File: config.mk
export PLATFORM = sky130hd
export DESIGN_NAME = adc_trig_seq
export DESIGN_NICKNAME = d
export VERILOG_FILES = /design/src/rtl/adc_seq_pkg.sv /design/src/rtl/adc_trig_edge.sv /design/src/rtl/adc_result_hold.sv /design/src/rtl/adc_seq_fsm.sv /design/src/rtl/adc_trig_seq.sv
export SDC_FILE = /design/constraint.sdc
export NUM_CORES = 1
export LEC_CHECK = 0
export BUFFER_PORTS_ARGS = -buffer_cell sky130_fd_sc_hd__buf_2
export CORE_ASPECT_RATIO = 1.2
export CORE_MARGIN = 5
export CORE_UTILIZATION = 51
export DETAILED_ROUTE_END_ITERATION = 12
export PLACE_DENSITY = 0.91
export SKIP_CTS_REPAIR_TIMING = 1
export SYNTH_ARGS = -nofsm -noshare
export SYNTH_HDL_FRONTEND = slang
export SYNTH_SLANG_ARGS = --single-unit
File: constraint.sdc
create_clock -name clk -period 2.9 [get_ports clk]
set_input_delay 0.435 -clock clk [delete_from_list [all_inputs] [get_ports clk]]
set_output_delay 0.435 -clock clk [all_outputs]
set_load 0.02 [all_outputs]
File: src/rtl/adc_seq_pkg.sv
package adc_seq_pkg;
    typedef enum logic [1:0] {
        ST_STOP = 2'd0,
        ST_STBY = 2'd1,
        ST_CONV = 2'd2
    } seq_state_e;
endpackage

File: src/rtl/adc_trig_edge.sv
module adc_trig_edge #(
    parameter int STAGES = 2
) (
    input  logic clk,
    input  logic rst_n,
    input  logic trig_i,
    output logic edge_o
);
    logic [STAGES:0] pipe_d, pipe_q;

    always_comb begin
        pipe_d = {pipe_q[STAGES-1:0], trig_i};
    end

    always_ff @(posedge clk) begin
        if (!rst_n) pipe_q <= '0;
        else        pipe_q <= pipe_d;
    end

    assign edge_o = pipe_q[STAGES-1] & ~pipe_q[STAGES];

    AST_EDGE_SINGLE: assert property (@(posedge clk) disable iff (!rst_n)
        edge_o |=> !edge_o);
endmodule

File: src/rtl/adc_result_hold.sv
module adc_result_hold #(
    parameter int DATA_W = 10
) (
    input  logic              clk,
    input  logic              rst_n,
    input  logic              cap_i,
    input  logic [DATA_W-1:0] data_i,
    output logic [DATA_W-1:0] result_o
);
    logic [DATA_W-1:0] res_d, res_q;

    always_comb begin
        res_d = cap_i ? data_i : res_q;
    end

    always_ff @(posedge clk) begin
        if (!rst_n) res_q <= '0;
        else        res_q <= res_d;
    end

    assign result_o = res_q;

    AST_RESULT_HELD: assert property (@(posedge clk) disable iff (!rst_n)
        !cap_i |=> $stable(res_q));
endmodule

File: src/rtl/adc_seq_fsm.sv
module adc_seq_fsm
    import adc_seq_pkg::*;
#(
    parameter int CH_W = 3
) (
    input  logic            clk,
    input  logic            rst_n,
    input  logic            ctl_wr_i,
    input  logic            ctl_en_i,
    input  logic            ctl_arm_i,
    input  logic            chan_wr_i,
    input  logic [CH_W-1:0] chan_i,
    input  logic            trig_edge_i,
    input  logic            conv_done_i,
    output logic            conv_start_o,
    output logic            conv_abort_o,
    output logic [CH_W-1:0] conv_ch_o,
    output logic            eoc_o,
    output logic            cap_o
);
    typedef struct packed {
        seq_state_e      st;
        logic            en;
        logic            arm;
        logic [CH_W-1:0] chan;
        logic [CH_W-1:0] conv_ch;
        logic            start;
        logic            abort;
        logic            eoc;
    } fsm_t;

    fsm_t d, q;
    logic            en_n, arm_n, in_conv, rewrite, go;
    logic [CH_W-1:0] ch_n;

    always_comb begin
        d       = q;
        d.start = 1'b0;
        d.abort = 1'b0;
        d.eoc   = 1'b0;
        cap_o   = 1'b0;
        en_n    = ctl_wr_i ? ctl_en_i : q.en;
        arm_n   = ctl_wr_i ? (ctl_en_i & ctl_arm_i) : q.arm;
        ch_n    = chan_wr_i ? chan_i : q.chan;
        in_conv = (q.st == ST_CONV);
        // register writes win over the trigger: both fold into one restart
        rewrite = in_conv & (chan_wr_i | (ctl_wr_i & arm_n));
        go      = arm_n & (rewrite | trig_edge_i);
        d.en    = en_n;
        d.arm   = arm_n;
        d.chan  = ch_n;
        d.abort = in_conv & (go | ~arm_n);
        if (!en_n) begin
            d.st = ST_STOP;
        end else if (go) begin
            d.st      = ST_CONV;
            d.start   = 1'b1;
            d.conv_ch = ch_n;
        end else if (in_conv && !arm_n) begin
            d.st = ST_STBY;
        end else if (in_conv && conv_done_i) begin
            d.st  = ST_STBY;
            d.eoc = 1'b1;
            cap_o = 1'b1;
        end else if (!in_conv) begin
            d.st = ST_STBY;
        end
    end

    always_ff @(posedge clk) begin
        if (!rst_n) begin
            q <= '{st: ST_STOP, en: 1'b0, arm: 1'b0, chan: '0, conv_ch: '0,
                   start: 1'b0, abort: 1'b0, eoc: 1'b0};
        end else begin
            q <= d;
        end
    end

    assign conv_start_o = q.start;
    assign conv_abort_o = q.abort;
    assign conv_ch_o    = q.conv_ch;
    assign eoc_o        = q.eoc;

    AST_EOC_SINGLE: assert property (@(posedge clk) disable iff (!rst_n)
        q.eoc |=> !q.eoc);
    AST_CH_HELD: assert property (@(posedge clk) disable iff (!rst_n)
        (q.st == ST_CONV && !q.start) |-> $stable(q.conv_ch));
    AST_ABORT_FROM_CONV: assert property (@(posedge clk) disable iff (!rst_n)
        q.abort |-> $past(q.st) == ST_CONV);
    AST_RESTART_NO_EOC: assert property (@(posedge clk) disable iff (!rst_n)
        q.start |-> !q.eoc);
    AST_STOP_NO_START: assert property (@(posedge clk) disable iff (!rst_n)
        ($past(q.st) == ST_STOP && !$past(ctl_wr_i)) |-> !q.start);
    AST_DISARM_ABORT: assert property (@(posedge clk) disable iff (!rst_n)
        ($past(q.st) == ST_CONV && $past(ctl_wr_i) && !$past(ctl_arm_i))
        |-> (q.abort && !q.start));
endmodule

File: src/rtl/adc_trig_seq.sv
module adc_trig_seq #(
    parameter int NUM_CH      = 8,
    parameter int DATA_W      = 10,
    parameter int SYNC_STAGES = 2,
    localparam int CH_W       = (NUM_CH > 1) ? $clog2(NUM_CH) : 1
) (
    input  logic              clk,
    input  logic              rst_n,
    input  logic              ctl_wr_i,
    input  logic              ctl_en_i,
    input  logic              ctl_arm_i,
    input  logic              chan_wr_i,
    input  logic [CH_W-1:0]   chan_i,
    input  logic              trig_i,
    output logic              conv_start_o,
    output logic              conv_abort_o,
    output logic [CH_W-1:0]   conv_ch_o,
    input  logic              conv_done_i,
    input  logic [DATA_W-1:0] conv_data_i,
    output logic [DATA_W-1:0] result_o,
    output logic              eoc_irq_o
);
    logic trig_edge;
    logic cap;

    adc_trig_edge #(.STAGES(SYNC_STAGES)) u_edge (
        .clk    (clk),
        .rst_n  (rst_n),
        .trig_i (trig_i),
        .edge_o (trig_edge)
    );

    adc_seq_fsm #(.CH_W(CH_W)) u_fsm (
        .clk          (clk),
        .rst_n        (rst_n),
        .ctl_wr_i     (ctl_wr_i),
        .ctl_en_i     (ctl_en_i),
        .ctl_arm_i    (ctl_arm_i),
        .chan_wr_i    (chan_wr_i),
        .chan_i       (chan_i),
        .trig_edge_i  (trig_edge),
        .conv_done_i  (conv_done_i),
        .conv_start_o (conv_start_o),
        .conv_abort_o (conv_abort_o),
        .conv_ch_o    (conv_ch_o),
        .eoc_o        (eoc_irq_o),
        .cap_o        (cap)
    );

    adc_result_hold #(.DATA_W(DATA_W)) u_res (
        .clk      (clk),
        .rst_n    (rst_n),
        .cap_i    (cap),
        .data_i   (conv_data_i),
        .result_o (result_o)
    );
endmodule

---- Yosys cells after proc, flatten, opt, wreduce, memory -nomap -nowiden ----
Index checks and enable logic that the tools add are counted.
word-level totals
  register bits after elaboration ......... 26
  input bits .............................. 21
  output and inout bits ................... 16
operators by class
  equality and inequality tests ........... 3
  multiplexer cells ....................... 12
  bitwise gates (word level) .............. 13
  reductions and logical operators ........ 6
operators by type and width
  kind                  count
  $mux W2               4
  $mux W1               7
  $and A1 B1 Y1         6
  $ne A4 B4 Y1 const B  1
  $not A1 Y1            4
  $reduce_and A2 Y1     2
  $mux W3               1
  $ne A3 B3 Y1 const B  1
  $or A1 B1 Y1          3
  $reduce_or A3 Y1      1
  $eq A2 B2 Y1 const B  1
  $logic_and A1 B1 Y1   2
  $logic_not A1 Y1      1

---- Longest topological paths before layout ----
Gate-level depths: netlist of the first run.
  depth in word-level cells ............... 9
  gate-level depth with buffers ........... 6
  depth with buffers taken out ............ 4

---- By module ----
From an unflattened synthesis of the first run, not the netlist that was laid out.
second synthesis, totals
  cell total of the unflattened synthesis .. 89
  area, all modules ....................... 1,009.7 sq um
by module, submodules not included
  module           times used  cells each  area each (sq um)  seq. area each (sq um)
  adc_seq_fsm      1           51          543.0              260.2
  adc_result_hold  1           31          374.1              200.2
  adc_trig_edge    1           7           92.6               60.1

---- Worst setup path before layout of the first run ----
No wires, ideal clock.
  path type ............................... input-to-reg
  start ................................... input chan_wr_i
  end ..................................... register u_fsm.q, in the netlist u_fsm.conv_ch_o[0]
  setup time .............................. 0.123 ns
  data arrival time ....................... 1.366 ns
  path slack .............................. 1.411 ns
  stages on the path ...................... 5
  path through ............................ buf_6 and3b_4 a211oi_2 nand2b_2 mux2_1
between the ends
  longest elaborated chain between the ends .. 5
ends and longest elaborated chain
  item                         line                source
  from (decl)                  adc_trig_seq.sv:12  input logic chan_wr_i,
  $or A1 B1 Y1                 adc_seq_fsm.sv:47   rewrite = in_conv & (chan_wr_i | (ctl_wr_i & arm_n));
  $and A1 B1 Y1                adc_seq_fsm.sv:47
  $or A1 B1 Y1                 adc_seq_fsm.sv:48   go = arm_n & (rewrite | trig_edge_i);
  $and A1 B1 Y1                adc_seq_fsm.sv:48
  $reduce_and A2 Y1 (no line)  -
  to (signal assigned)         adc_seq_fsm.sv:72   q <= '{st: ST_STOP, en: 1'b0, arm: 1'b0, chan: '0, conv_ch: '0,
  to (decl)                    adc_seq_fsm.sv:32   fsm_t d, q;
Parallel ways exist; a longest one is shown, timed or not.
A chain may end at the register's enable or synchronous reset.

---- Final worst setup path of the first run ----
  start ................................... register u_fsm.q[11] in the netlist's numbering
  end ..................................... register u_res.res_q[1], in the netlist u_res.result_o[1]
between the ends
  longest elaborated chain between the ends .. 6
ends and longest elaborated chain
  item                                                  line                                  source
  $eq A2 B2 Y1 *                                        adc_seq_fsm.sv:45                     in_conv = (q.st == ST_CONV);
  $and A1 B1 Y1 or $logic_and A1 B1 Y1 (tied branches)  adc_seq_fsm.sv:47, adc_seq_fsm.sv:61
  $or A1 B1 Y1 or $mux W1 (tied branches)               adc_seq_fsm.sv:48, adc_seq_fsm.sv:61
  $and A1 B1 Y1 or $mux W1 (tied branches)              -
  $mux W1 * (2 in a row)                                -
  to (signal assigned)                                  adc_result_hold.sv:18                 else res_q <= res_d;
  to (decl)                                             adc_result_hold.sv:10                 logic [DATA_W-1:0] res_d, res_q;
Mark *: on every way between the ends. The rest lies on a longest branch, timed or not.

==> metrics.txt, run 1 <==
outcome finished, final reports clean; aggregate global-route resource usage 0.143; Pwr Total 0.649 mW; Max Fclk 0.537 GHz; via count 798; ordered cell list for the critical path and2b_1 > a211oi_2 > nand4_1 > mux2i_1; Yosys reg bits 26; WL per Instance 12.2 um; CP endpoint kind register; Worst Path Buf+Inv 0; clock skew 0.00722 ns; H-tree levels 1; commonest non-fill, non-tap cell in the layout buf_2; clock-pin transition on the worst setup and hold timing paths 0.13 ns; root buffer cell clkbuf_4; Rows 18; global placement routability congestion 0.842; share of layout cells above drive strength 1 0.353; main flop type after synthesis dfxtp_1; core area 0.00200 mm^2; Relative slew margins 0.542; max-slew violations 0; endpoints failing hold 0; post-placement cell count 152; leakage 0.676 nW; Gate Count Post-Synth 104; final core occ 0.618; max_cap viols 0; CP Data Arrival Time 2.09 ns; internal power 0.524 mW; final setup margin 1.04 ns; Sink Count 26; critical path class register to register; CTS Buffer Depth 2; CP Data Required Time 3.13 ns; Setup TNS 0 ns; vias per std cell 5.12; # diodes 0; hold crit path type primary input to register; GRT busiest layer met2; initial drt markers 13; CTS tree done; met2 global-route usage 0.245; met3 Use GR 0.0428; Num CTS Buffers 3; Startpoint Class register; Final ANT Viol Nets 0; register share of total power 0.564; Least-Margin Pin Slew 0.686 ns; Layout Nets 158; Netlist Area Pre-Place 0.00104 mm^2; die area 0.00304 mm^2; largest net degree at the start of global routing 31; switching part of the total power 0.193; Mean Syn Cell Area 9.97 um^2; CP max stage delay 0.59 ns; clock group share of total power 0.372; vias in the first global route 792; Pre-Repair DR Iteration Count 4; Crit Path Max Fanout 10; Post-synth EDFFs 0; initial antenna violation count 0; switching pwr 0.125 mW; synth unique cells 27; CP top delay family simple AND/OR/NAND/NOR gates; global-route wire length before repair 3.22 mm; Die W 51.2 um; met1 Use GR 0.153; yosys warns 0; Tcrit/Tclk final 0.642; io pins 37; commonest non-fill, non-tap cells in the layout buf_2, dfxtp_1, nand2_1; combinational share of power 0.064; Area Overhead vs Synth 19.4%; Final Setup Violations 0; share of async-settable or async-resettable flops after synthesis 0; final non-filler cell total 156; P per Cell Area 524 mW/mm^2; Synthesized Nets 125; Die Y-Extent 59.4 um; dpl hpwl 1.50 mm; worst skew pair latency 0.32 ns; DRC viols 0; peak supply drop 0.000471 V; Initial Utilization 0.517; Place WS 0.837 ns; I/O Buffers 36; Tmin final 1.86 ns; WL final 1.90 mm; unrepaired setup endpoints after global routing false; critical path's slowest cell nand4_1; register area share after synthesis 0.502; GRT overflow 0
power groups by stage:
stage                     registers (mW)  logic, mW  clock network, mW
after global routing               0.367     0.0476              0.260
after CTS                          0.366     0.0421              0.245
after global placement             0.374     0.0397                  0
after detailed placement           0.374     0.0418                  0
final                              0.366     0.0418              0.241
after floorplan                    0.373     0.0251                  0
per-stage QoR:
stage	area [um^2]	hold WS [ns]
after floorplan	1040	0.412
after detailed placement	1190	0.422
after global placement	1190	0.421
after global routing	1240	0.318
after CTS	1240	0.320
final	1240	0.325
synthesized netlist by cell type, types with 2 or more instances:
master	n	area share
dfxtp_1	26	0.50
nand2_1	22	0.080
mux2i_1	13	0.13
and2_1	7	0.042
nor2_1	5	0.018
buf_4	3	0.022
clkbuf_1	3	0.011
inv_1	3	0.011
mux2_1	3	0.033
buf_6	2	0.022
logic make-up (layout without fill, tap and decap cells):
group           count (synthesis)  in the layout  synth area share
compound gates                  6              6            0.0494
mux                            17             17             0.169
buf+inv                        11             43            0.0651
flops                          26             26             0.502
simple gates                   44             44             0.215
sequential cells by signal (all words and copies together), names as in the netlist:
signal and count:
u_fsm.conv_start_o 1, u_fsm.q 7, u_fsm.conv_ch_o 3, u_edge.pipe_q 3, u_res.result_o 10, u_fsm.eoc_o 1
u_fsm.conv_abort_o 1
metal layers:
layer  wire length (um)  part of all wire  up-vias
met1                754              0.40      361
li1                   -                 -      400
met5                  0                 0        -
met4                 45             0.024        0
met3                152             0.080        7
met2                951              0.50       30
area by class of cell:
cell class	instances	area, um^2
Fill cell	169	766
Sequential cell	26	520
Multi-Input combinational cell	67	449
Timing Repair Buffer	36	180
Clock inverter	1	30.0
Tap cell	20	25.0
Clock buffer	3	22.5
Inverter	3	11.3
worst paths after layout:
check | slack, ns | startpoint | endpoint | depth (start not counted)
setup reg to reg | 1.04 | u_fsm.q[11]$_SDFFE_PP0P_ | u_res.result_o[1]$_SDFFE_PN0P_ | 4
hold / removal | 0.32 | trig_i | u_edge.pipe_q[0]$_SDFF_PN0_ | 2
hold reg to reg | 0.45 | u_edge.pipe_q[0]$_SDFF_PN0_ | u_edge.pipe_q[1]$_SDFF_PN0_ | 1
setup / recovery | 1.04 | u_fsm.q[11]$_SDFFE_PP0P_ | u_res.result_o[1]$_SDFFE_PN0P_ | 4
No activity file was read; power rests on OpenSTA's default activity.
==> run 2, diff against run 1 <==
Settings changed: CORE_UTILIZATION 51 to 47, PLACE_DENSITY 0.91 to 0.85.
Clock period 2.9 ns to 1.76 ns, I/O delays scaled along.
==> run 2 against run 1 <==
Sequential power is 65% higher. Combinational power up 61%. Sequential share of layout area increased by 0.34 points. Largest cell class unchanged.
==> metrics.txt, run 2 (synthesis gave the netlist of run 1 again) <==
Least-Margin Pin Slew 0.441 ns (-0.244 ns); WL per Instance 10.7 um (-12%); leakage 0.666 nW (-1.5%); commonest non-fill, non-tap cells in the layout buf_2, dfxtp_1, nand2_1; Die Y-Extent 61.5 um (+3.5%); Startpoint Class register; combinational share of power 0.074 (+0.010); Layout Nets 159 (+0.63%); register share of total power 0.665 (+0.101); # diodes 0 (unchanged); CTS Buffer Depth 2 (unchanged); peak supply drop 0.000496 V (+5.2%); WL final 1.78 mm (-6.6%); Max Fclk 0.705 GHz (+31%); vias in the first global route 770 (-2.8%); CTS tree done; clock group share of total power 0.260 (-0.112); dpl hpwl 1.42 mm (-5.2%); hold crit path type primary input to register; initial drt markers 6 (-7); global-route wire length before repair 3.00 mm (-6.9%); CP Data Arrival Time 1.62 ns (-0.47 ns); reg2reg start u_fsm.q[11]$_SDFFE_PP0P_; P per Cell Area 737 mW/mm^2 (+41%); r2r endpoint u_fsm.conv_ch_o[0]$_SDFFE_PN0P_; clock skew 0.00221 ns (-0.00501 ns); Pre-Repair DR Iteration Count 4 (unchanged); Rows 18 (unchanged); Initial Utilization 0.495 (-0.0223); outcome finished, final reports clean; Setup TNS 0 ns (unchanged); max-slew violations 0 (unchanged); max reg flops 10 (unchanged); initial antenna violation count 0 (unchanged); Num CTS Buffers 3 (unchanged); switching part of the total power 0.214 (+0.0208); via count 769 (-3.6%); Tmin final 1.42 ns (-0.443 ns); clock-pin transition on the worst setup and hold timing paths 0.13 ns (about the same); area occupied by multi-input gates 449 um^2 (unchanged); aggregate global-route resource usage 0.125 (-0.0186); root buffer cell clkbuf_4; Tcrit/Tclk final 0.806 (+0.164); Sink Count 26 (unchanged); GRT overflow 0 (unchanged); I/O Buffers 36 (unchanged); critical path endpoint u_fsm.conv_ch_o[0]$_SDFFE_PN0P_; die area 0.00325 mm^2 (+6.9%); switching pwr 0.194 mW (+55%); max_cap viols 0 (unchanged); worst skew pair latency 0.30 ns (-0.02 ns); Crit Path Max Fanout 5 (-5); largest net degree at the start of global routing 31 (unchanged); CP startpoint u_fsm.q[11]$_SDFFE_PP0P_; DRC viols 0 (unchanged); H-tree levels 1 (unchanged); unrepaired setup endpoints after global routing false; critical path class register to register; fill cell count 197 (+17%); io pins 37 (unchanged); internal power 0.712 mW (+36%); core area 0.00209 mm^2 (+4.5%); endpoints failing hold 0 (unchanged); vias per std cell 4.63 (-9.4%); commonest non-fill, non-tap cell in the layout buf_2; Final Setup Violations 0 (unchanged); Relative slew margins 0.706 (+0.164); Worst R2R Path Depth 4 (unchanged); Area Overhead vs Synth 18.5%; Final ANT Viol Nets 0 (unchanged); CP Data Required Time 1.96 ns (-1.17 ns); Pwr Total 0.906 mW (+40%); share of layout cells above drive strength 1 0.353 (unchanged); setup slack, reg-to-reg 0.34 ns (-0.70 ns); Die W 52.9 um (+3.4%); global placement routability congestion 0.733 (-13%); Reg area 520 um^2 (unchanged); CP endpoint kind register
## run 2: changes by cell type in the layout (fill, tap and decap cells not counted), sizes merged
cell / delta
bufinv: -1
buf: +1
## run 2: power groups by stage
stage	clock network, mW	registers [mW]	logic [mW]
final	0.236	0.603	0.0672
after global routing	0.271	0.605	0.0767
after CTS	0.244	0.603	0.0681
after detailed placement	0	0.616	0.0678
after global placement	0	0.616	0.0653
after floorplan	0	0.615	0.0413
## run 2: routing by layer
layer,up-vias,track usage,part of all wire
li1,400,-,-
met1,343,0.136,0.42
met2,24,0.227,0.50
met3,2,0.0387,0.068
met4,0,0.0438,0.0084
met5,-,0,0
## run 2: cell type report
type                    count  share of cell area
flip-flops and latches     26               0.424
multi-input cells          67               0.366
repair buffers             37               0.153
well taps                  30              0.0305
clock buffers               3              0.0183
inverters                   3             0.00916
## run 2: stage by stage
step	std cells	util	cell area [um^2]	setup slack, ns	hold slack [ns]
floorplan	104	-	1040	0.440	0.391
global placement	163	0.576	1210	0.331	0.415
detailed placement	163	0.576	1210	0.318	0.423
CTS	166	0.587	1230	0.334	0.161
global route	166	0.587	1230	0.220	0.145
finish	166	0.587	1230	0.341	0.163
## run 2: worst min-delay path by stage
stage / start / end / depth (start not counted)
floorplan: trig_i / u_edge.pipe_q[0]$_SDFF_PN0_ / 1
global placement: u_edge.pipe_q[0]$_SDFF_PN0_ / u_edge.pipe_q[1]$_SDFF_PN0_ / 1
detailed placement: u_edge.pipe_q[0]$_SDFF_PN0_ / u_edge.pipe_q[1]$_SDFF_PN0_ / 1
CTS: trig_i / u_edge.pipe_q[0]$_SDFF_PN0_ / 2
global route: trig_i / u_edge.pipe_q[0]$_SDFF_PN0_ / 2
finish: trig_i / u_edge.pipe_q[0]$_SDFF_PN0_ / 2
## run 2: worst max-delay path, cell delays in order, from the launching register on
cell,delay [ns]
dfxtp_1,0.35
and2b_1,0.23
a211oi_2,0.23
nand2b_2,0.20
mux2_1,0.32
